==> src/rtl/ocp_pkg.sv <==
package ocp_pkg;
  localparam int CODE_W = 4;
  localparam int DATA_W = 8;
  localparam int ADDR_W = 2;

  localparam logic [ADDR_W-1:0] A_CTRL = 2'd0;
  localparam logic [ADDR_W-1:0] A_TCFG = 2'd1;
  localparam logic [ADDR_W-1:0] A_STAT = 2'd2;

  typedef struct packed {
    logic              fet_pol;
    logic              fet_en;
    logic              irq_en;
    logic              det_en;
    logic [CODE_W-1:0] thr;
  } ctrl_t;

  typedef struct packed {
    logic [1:0]        rsv;
    logic              ext_pol;
    logic              or_en;
    logic [CODE_W-1:0] code;
  } tcfg_t;
endpackage

==> src/rtl/ocp_sync.sv <==
module ocp_sync #(
  parameter int W      = 1,
  parameter int STAGES = 2
) (
  input  logic         clk,
  input  logic         rst,
  input  logic [W-1:0] d,
  output logic [W-1:0] q
);
  logic [W-1:0] st [STAGES];

  always_ff @(posedge clk) begin
    if (rst) begin
      for (int i = 0; i < STAGES; i++) st[i] <= '0;
    end else begin
      st[0] <= d;
      for (int i = 1; i < STAGES; i++) st[i] <= st[i-1];
    end
  end

  assign q = st[STAGES-1];
endmodule

==> src/rtl/ocp_tick.sv <==
module ocp_tick #(
  parameter int DIV = 250000
) (
  input  logic clk,
  input  logic rst,
  output logic tick
);
  localparam int CW = (DIV > 1) ? $clog2(DIV) : 1;
  localparam logic [CW-1:0] LAST = CW'(DIV - 1);

  logic [CW-1:0] cnt;

  always_ff @(posedge clk) begin
    if (rst) begin
      cnt  <= '0;
      tick <= 1'b0;
    end else begin
      tick <= (cnt == LAST);
      cnt  <= (cnt == LAST) ? '0 : cnt + 1'b1;
    end
  end

  generate
    if (DIV > 1) begin : g_spacing
      // a tick is one clock wide when the divider exceeds one
      p_tick_spacing_r4: assert property (@(posedge clk) disable iff (rst)
        tick |=> !tick);
    end
  endgenerate
endmodule

==> src/rtl/ocp_qualify.sv <==
module ocp_qualify #(
  parameter int CODE_W = 4
) (
  input  logic              clk,
  input  logic              rst,
  input  logic              tick,
  input  logic              oc_s,
  input  logic              det_en,
  input  logic [CODE_W-1:0] code,
  input  logic              restart,
  output logic              flag
);
  localparam int CNT_W = CODE_W + 1;

  logic [CNT_W-1:0] cnt;
  logic [CNT_W-1:0] target;

  // window length in ticks: 2*code + 1
  assign target = {code, 1'b1};

  always_ff @(posedge clk) begin
    if (rst || restart) begin
      cnt  <= '0;
      flag <= 1'b0;
    end else if (!det_en || !oc_s || flag) begin
      cnt <= '0;
    end else if (tick) begin
      if (cnt >= target - 1'b1) begin
        flag <= 1'b1;
        cnt  <= '0;
      end else begin
        cnt <= cnt + 1'b1;
      end
    end
  end

  p_restart_clears_r10: assert property (@(posedge clk) disable iff (rst)
    restart |=> (!flag && cnt == '0));

  p_disabled_no_set_r6: assert property (@(posedge clk) disable iff (rst)
    (!det_en && !flag) |=> !flag);

  p_drop_clears_count_r5: assert property (@(posedge clk) disable iff (rst)
    !oc_s |=> cnt == '0);

  p_set_needs_tick_r4: assert property (@(posedge clk) disable iff (rst)
    (!flag && !tick) |=> !flag);
endmodule

==> src/rtl/ocp_supervisor.sv <==
module ocp_supervisor #(
  parameter int CLK_PER_TICK = 250000,
  parameter int SYNC_STAGES  = 2
) (
  input  logic       clk,
  input  logic       rst,
  input  logic       wr_en,
  input  logic       wr_unlock,
  input  logic [1:0] wr_addr,
  input  logic [7:0] wr_data,
  input  logic [1:0] rd_addr,
  output logic [7:0] rd_data,
  input  logic       oc_in,
  input  logic       ext_in,
  output logic [3:0] thr_code,
  output logic       irq,
  output logic       fet_ctl
);
  import ocp_pkg::*;

  ctrl_t ctrl_q;
  tcfg_t tcfg_q;
  logic  wr_ok, restart, tick, flag;
  logic  oc_s, ext_s, ext_act, fet_act;
  logic [1:0] sync_q;

  assign wr_ok   = wr_en & wr_unlock;
  assign restart = wr_ok && (wr_addr == A_STAT) && wr_data[0];

  ocp_sync #(.W(2), .STAGES(SYNC_STAGES)) u_sync (
    .clk(clk), .rst(rst), .d({ext_in, oc_in}), .q(sync_q)
  );
  assign oc_s  = sync_q[0];
  assign ext_s = sync_q[1];

  ocp_tick #(.DIV(CLK_PER_TICK)) u_tick (
    .clk(clk), .rst(rst), .tick(tick)
  );

  ocp_qualify #(.CODE_W(CODE_W)) u_qual (
    .clk(clk), .rst(rst), .tick(tick), .oc_s(oc_s),
    .det_en(ctrl_q.det_en), .code(tcfg_q.code),
    .restart(restart), .flag(flag)
  );

  always_ff @(posedge clk) begin
    if (rst) begin
      ctrl_q <= '0;
      tcfg_q <= '0;
    end else if (wr_ok) begin
      case (wr_addr)
        A_CTRL:  ctrl_q <= ctrl_t'(wr_data);
        A_TCFG:  tcfg_q <= tcfg_t'({2'b00, wr_data[5:0]});
        default: ;
      endcase
    end
  end

  always_ff @(posedge clk) begin
    if (rst) begin
      rd_data <= '0;
    end else begin
      case (rd_addr)
        A_CTRL:  rd_data <= ctrl_q;
        A_TCFG:  rd_data <= tcfg_q;
        A_STAT:  rd_data <= {7'b0, flag};
        default: rd_data <= '0;
      endcase
    end
  end

  assign ext_act = tcfg_q.ext_pol ? ext_s : ~ext_s;
  assign fet_act = (flag & ctrl_q.fet_en) | (tcfg_q.or_en & ext_act);

  always_ff @(posedge clk) begin
    if (rst) begin
      fet_ctl <= 1'b1;
      irq     <= 1'b0;
    end else begin
      fet_ctl <= ctrl_q.fet_pol ? fet_act : ~fet_act;
      irq     <= flag & ctrl_q.irq_en;
    end
  end

  assign thr_code = ctrl_q.thr;

  p_locked_write_r2: assert property (@(posedge clk) disable iff (rst)
    (wr_en && !wr_unlock) |=> ($stable(ctrl_q) && $stable(tcfg_q)));

  p_irq_follows_r7: assert property (@(posedge clk) disable iff (rst)
    (flag && ctrl_q.irq_en) |=> irq);

  p_fet_idle_level_r8: assert property (@(posedge clk) disable iff (rst)
    (!ctrl_q.fet_en && !tcfg_q.or_en && !wr_ok) |=> (fet_ctl == !ctrl_q.fet_pol));

  p_unused_zero_r11: assert property (@(posedge clk) disable iff (rst)
    (rd_addr == A_TCFG) |=> (rd_data[7:6] == 2'b00));
endmodule

==> config.mk <==
export PLATFORM = sky130hd
export DESIGN_NAME = ocp_supervisor
export DESIGN_NICKNAME = d
export VERILOG_FILES = /design/src/rtl/ocp_pkg.sv /design/src/rtl/ocp_sync.sv /design/src/rtl/ocp_tick.sv /design/src/rtl/ocp_qualify.sv /design/src/rtl/ocp_supervisor.sv
export SDC_FILE = /design/constraint.sdc
export NUM_CORES = 1
export LEC_CHECK = 0
export BUFFER_PORTS_ARGS = -buffer_cell sky130_fd_sc_hd__buf_2
export CAP_MARGIN = 0
export CORE_UTILIZATION = 51
export DETAILED_ROUTE_END_ITERATION = 10
export PLACE_DENSITY = 0.78
export SLEW_MARGIN = 20
export SYNTH_ARGS = -nofsm -noshare
export SYNTH_HDL_FRONTEND = slang
export SYNTH_SLANG_ARGS = --single-unit
==> constraint.sdc <==
create_clock -name clk -period 1.9 [get_ports clk]
set_clock_uncertainty 0.1 [all_clocks]
set_input_delay 0.095 -clock clk [delete_from_list [all_inputs] [get_ports clk]]
set_output_delay 0.095 -clock clk [all_outputs]
set_load 0.01 [all_outputs]
**After elaboration in Yosys (flattened, before gate mapping)**

Memory sizes are Yosys's and may differ from the RTL's.
Index checks and enable logic that the tools add are counted.
W data, S select, Z words.

- Output and inout bits: 14
- Memories: 1
- Memory bits (writable): 4
- Word-level logic and storage cells: 58
- Bits in registers: 49
- Bits of input ports: 18

Memories:

| name | depth | width | rd ports | clocked after Yosys merged registers in | write ports | RTL line | text |
|---|---|---|---|---|---|---|---|
| u_sync.st | 2 | 2 | 2 | 0 | 2 | ocp_sync.sv:10 | `logic [W-1:0] st [STAGES];` |

- Bitwise operators: 10
- Reductions and logical operators: 14
- Muxes and demuxes: 9
- Eq/ne operators: 5
- Magnitude comparators: 1
- Add/subtract/negate cells: 3

Operators with widths:

| kind | count |
|---|---|
| $pmux W8 S3 | 1 |
| $add A18 B1 Y18 const B | 1 |
| $eq A18 B18 Y1 const B | 1 |
| $add A5 B1 Y5 const B | 1 |
| $ge A5 B5 Y1 | 1 |
| $mux W1 | 5 |
| $mux W5 | 1 |
| $sub A5 B1 Y5 const B | 1 |
| $and A1 B1 Y1 | 4 |
| $eq A2 B1 Y1 const B | 2 |
| $eq A2 B2 Y1 const B | 2 |
| $logic_not A2 Y1 | 2 |
| $mux W2 | 2 |
| $reduce_and A2 Y1 | 2 |
| $reduce_or A2 Y1 | 2 |
| $logic_or A1 B1 Y1 | 3 |
| $not A1 Y1 | 3 |
| $or A1 B1 Y1 | 3 |
| $reduce_and A3 Y1 | 1 |
| $logic_and A1 B1 Y1 | 2 |
| $logic_not A1 Y1 | 2 |

**Longest topological paths before layout**

An unclocked memory read counts as a cell.

- Depth after elaboration: 7
- Mapped depth: 6
- Gate-level depth less buffers: 6

**Cells and area by module**

A second synthesis with hierarchy kept.

- Cells, all modules: 239
- Area total of the unflattened synthesis: 2403.6 um^2

By module, submodules not included:

| module | instances | cells an instance | sequential area each (um^2) | area each (um^2) |
|---|---|---|---|---|
| ocp_supervisor | 1 | 92 | 480.5 | 970.9 |
| ocp_tick | 1 | 94 | 380.4 | 852.1 |
| ocp_qualify | 1 | 43 | 120.1 | 460.4 |
| ocp_sync | 1 | 10 | 80.1 | 120.1 |

**Worst setup path before layout**

Ideal clock, no wire load.

- Path kind: register to register
- Start point: reg u_tick.cnt[0]
- End point: reg u_tick.cnt[16]
- Data arrival time: 1.665 ns
- Cell stages (with the launch flop): 6
- Clock period less this slack: 1.834 ns
- Setup time: 0.070 ns
- Path buffers: 0
- Path slack: 0.066 ns
- Required time: 1.730 ns
- Cells stage by stage: dfxtp_1 > ha_1 > nand3_1 > or4_4 > or3_1 > a21oi_1

- Cells in the longest elaborated chain, start to end: 2
- Elaborated cells between the ends (all ways): 3
- Those cells by class: 1 x add/sub; 1 x eq/ne; 1 x reduce/logical

Ends and longest elaborated chain:

| item | RTL line | text |
|---|---|---|
| start: declaration | ocp_tick.sv:11 | `logic [CW-1:0] cnt;` |
| start signal: assignment | ocp_tick.sv:19 | `cnt <= (cnt == LAST) ? '0 : cnt + 1'b1;` |
| branches (longest 2 deep; another with $add A18 B1 Y18) | - |  |

Parallel ways; which one is timed is not known.
A chain may end at the register's enable or synchronous reset.

**Final worst setup path**

- Start point: reg u_tick.cnt[1]
- End point: reg u_tick.cnt[16]

Same word-level chain as after synthesis.

==> out/qor.yml <==
worst_setup_path:
  crit_fanout: 3
  crit_arrival_ns: 1.96
  timing.rr.start: "u_tick.cnt[1]$_SDFF_PP0_"
  startpoint: "u_tick.cnt[1]$_SDFF_PP0_"
  cp-end-kind: "flip-flop"
  worst_ep_required_time_ns: 2.04
  rrSetupSlack_ns: 0.07
  crit_type: "flip-flop to flip-flop"
  start_kind: "flip-flop"
synthesis:
  ys.flop_type: "dfxtp_1"
  ys_seq_area_share_pct: 46.24
  synth_cells: 257
  synth_edf_count: 0
  avgSynthCellArea_sq_um: 8.929
  synth_seq_cells: 53
  synthArstFlopShare_pct: 0
  syn_area_sq_mm: 0.002295
  mappedNetlistNets: 281
  yosys_warnings: 0
  ys_types: 41
clocking:
  cts_max_level: 2
  post_cts_buffers: 0
  clk_latency_ns: 0.31
  clock_sinks: 53
  root_buffer: "clkbuf_8"
  cts_buffers: 5
  cts.clk_slew.worst_paths_ns: 0.10
  cts_buffer_depth: 2
  cts_tree: "built"
sta:
  drv_slew: 0
  finalSetupViolCount: 0
  period_needed_ns: 1.826
  finalHoldViolCount: 0
  tightestPinTransition_ns: 0.4701
  period_share_pct: 96.09
  maxSlewHeadroom_pct: 68.39
  rsz0062_at_grt: "false"
  finalSetupTns_ns: 0
  max_freq_mhz: 547.8
hold_path:
  min_path_type: "input port to flip-flop"
  min_from: "rd_addr[0]"
detailed_routing:
  wirelength_um: 4669
  ant_nets: 0
  viasPerCell: 5.326
  drc: 0
  drtPass1Iterations: 4
  dr_total_vias: 1944
  wire_per_inst_um: 12.79
  drt-initial-drc-count: 140
floorplan:
  ios: 32
  chipWidth_um: 69.08
  core_sq_mm: 0.004324
  fp.dieH_um: 69.08
  initial_core_util_pct: 53.07
  rows: 24
  die-area_sq_mm: 0.004771
run_status:
  status: "complete, no violations"
pwr:
  p_per_area_mw_per_mm2: 697.2
  p_total_uw: 1945
  vdd_drop_max_v: 0.0003993
  p_leak_uw: 0.001096
place:
  gp_congestion: 0.8212
  hpwl_um: 3382
  place_area_sq_mm: 0.002544
  portBuffers: 31
finish:
  num-fill-cells: 362
  area_growth_pct: 21.59
  diodes: 0
  nNetsFinal: 336
  utilization_pct: 64.53
  final_common_cell: "dfxtp_1"
  drive_above_1_share_pct: 20.77
  layout_common_cells: "dfxtp_1 (50), nor2_1 (35), buf_2 (31), nand2_1 (28), buf_4 (15)"
  fin_area_sq_mm: 0.002790
global_route:
  grt_pass1_vias: 1821
  grt_first_pass_wirelength_um: 7900
  antenna_found_initial: 0
  overflow: 0
  grt_max_degree: 19
  grtUsageTotal_pct: 20.24
run:
  drv_cap: 0
## power by group
part           leakage [uW]  total, uW  switching (uW)  internal, uW
Clock             0.0000518        675             372           303
Combinational      0.000614        131            62.5          68.7
Sequential         0.000430       1140            10.8          1130
Total               0.00110       1950             446          1500
## routing by layer
metal | vias up | part of all wire, % | global-route usage, %
li1 | 988 | - | -
met1 | 898 | 45 | 24.86
met2 | 45 | 49 | 34.09
met3 | 13 | 4.0 | 4.678
met4 | 0 | 2.0 | 8.163
met5 | - | 0 | 0
## critical path, stage by stage, from the launching register on
cell,delay [ns]
dfxtp_2,0.35
ha_2,0.20
nand3_1,0.10
or4_4,0.56
or3_1,0.32
a21oi_1,0.14
## synth_stat cells, types with 3 or more instances
cell type  instances  share of area [%]
xor2_1             3                1.1
or2_2              4                1.1
or4_1              3               0.98
xnor2_1           12                4.6
a31oi_1            3               0.82
nor2_1            35                5.7
inv_1             10                1.6
nand2_1           28                4.6
nor2b_1            7                1.9
clkbuf_1           6               0.98
nand4b_1           3                1.1
nor4_1             3               0.82
ha_1               6                3.3
nand3_1           11                2.4
o21ai_0            4               0.87
a21oi_1           13                2.8
dfxtp_1           53                 46
nor3_1             6                1.3
mux2i_1           12                5.2
nand4_1            5                1.4
buf_4              4                1.3
## cell families (layout without fill, tap and decap cells)
logic type | count (synthesis) | after routing | share of synthesized area [%]
xor gates and xnor gates | 15 | 15 | 5.725
buffers and inverters | 22 | 78 | 5.289
adders and majority gates | 6 | 6 | 3.271
muxes | 12 | 12 | 5.235
DFF | 53 | 53 | 46.24
and+or+nand+nor | 117 | 117 | 25.57
AOI/OAI and AO/OA | 32 | 32 | 8.670
## final cells by class
| type | count | area [sq um] | share of cell area (%) |
|---|---|---|---|
| clock inverter | 2 | 17.52 | 0.6278 |
| sequential | 53 | 1065 | 38.16 |
| clock buffer | 6 | 82.58 | 2.960 |
| timing repair buffer | 60 | 407.9 | 14.62 |
| inverter | 10 | 37.54 | 1.345 |
| tap | 52 | 65.06 | 2.332 |
| multi-input combinational | 182 | 1115 | 39.96 |
## per-stage QoR
| stage | std cells | setup WS (ns) | hold WS [ns] |
|---|---|---|---|
| 4_1_cts | 365 | 0.04734 | 0.04803 |
| 3_3_place_gp | 343 | 0.1101 | 0.2042 |
| 5_1_grt | 365 | 0.002482 | 0.05341 |
| 6_report | 365 | 0.07438 | 0.04769 |
| 2_1_floorplan | 257 | 0.06568 | 0.1232 |
| 3_5_place_dp | 343 | 0.07790 | 0.2132 |
## flip-flops by register name, indices dropped and copies added (netlist names)
register	cells
ctrl_q	4
fet_ctl	1
irq	1
rd_data	8
tcfg_q	6
thr_code	4
u_qual.cnt	5
u_qual.flag	1
u_sync.st	4
u_tick.cnt	18
u_tick.tick	1
## path summary, 6_finish.rpt
path	to	depth (start not counted)
hold / removal	rd_data[7]$_SDFF_PP0_	2
setup reg to reg	u_tick.cnt[16]$_SDFF_PP0_	5
hold reg to reg	u_sync.st[0][3]$_SDFF_PP0_	1
setup / recovery	u_tick.cnt[16]$_SDFF_PP0_	5
## what timing repair did
item,4_1_cts,5_1_grt
hold buffers,14,0
setup endpoints to repair,0,2
endpoints found under the hold margin,20,0
resized for setup,0,4
No activity file was read; power rests on OpenSTA's default activity.
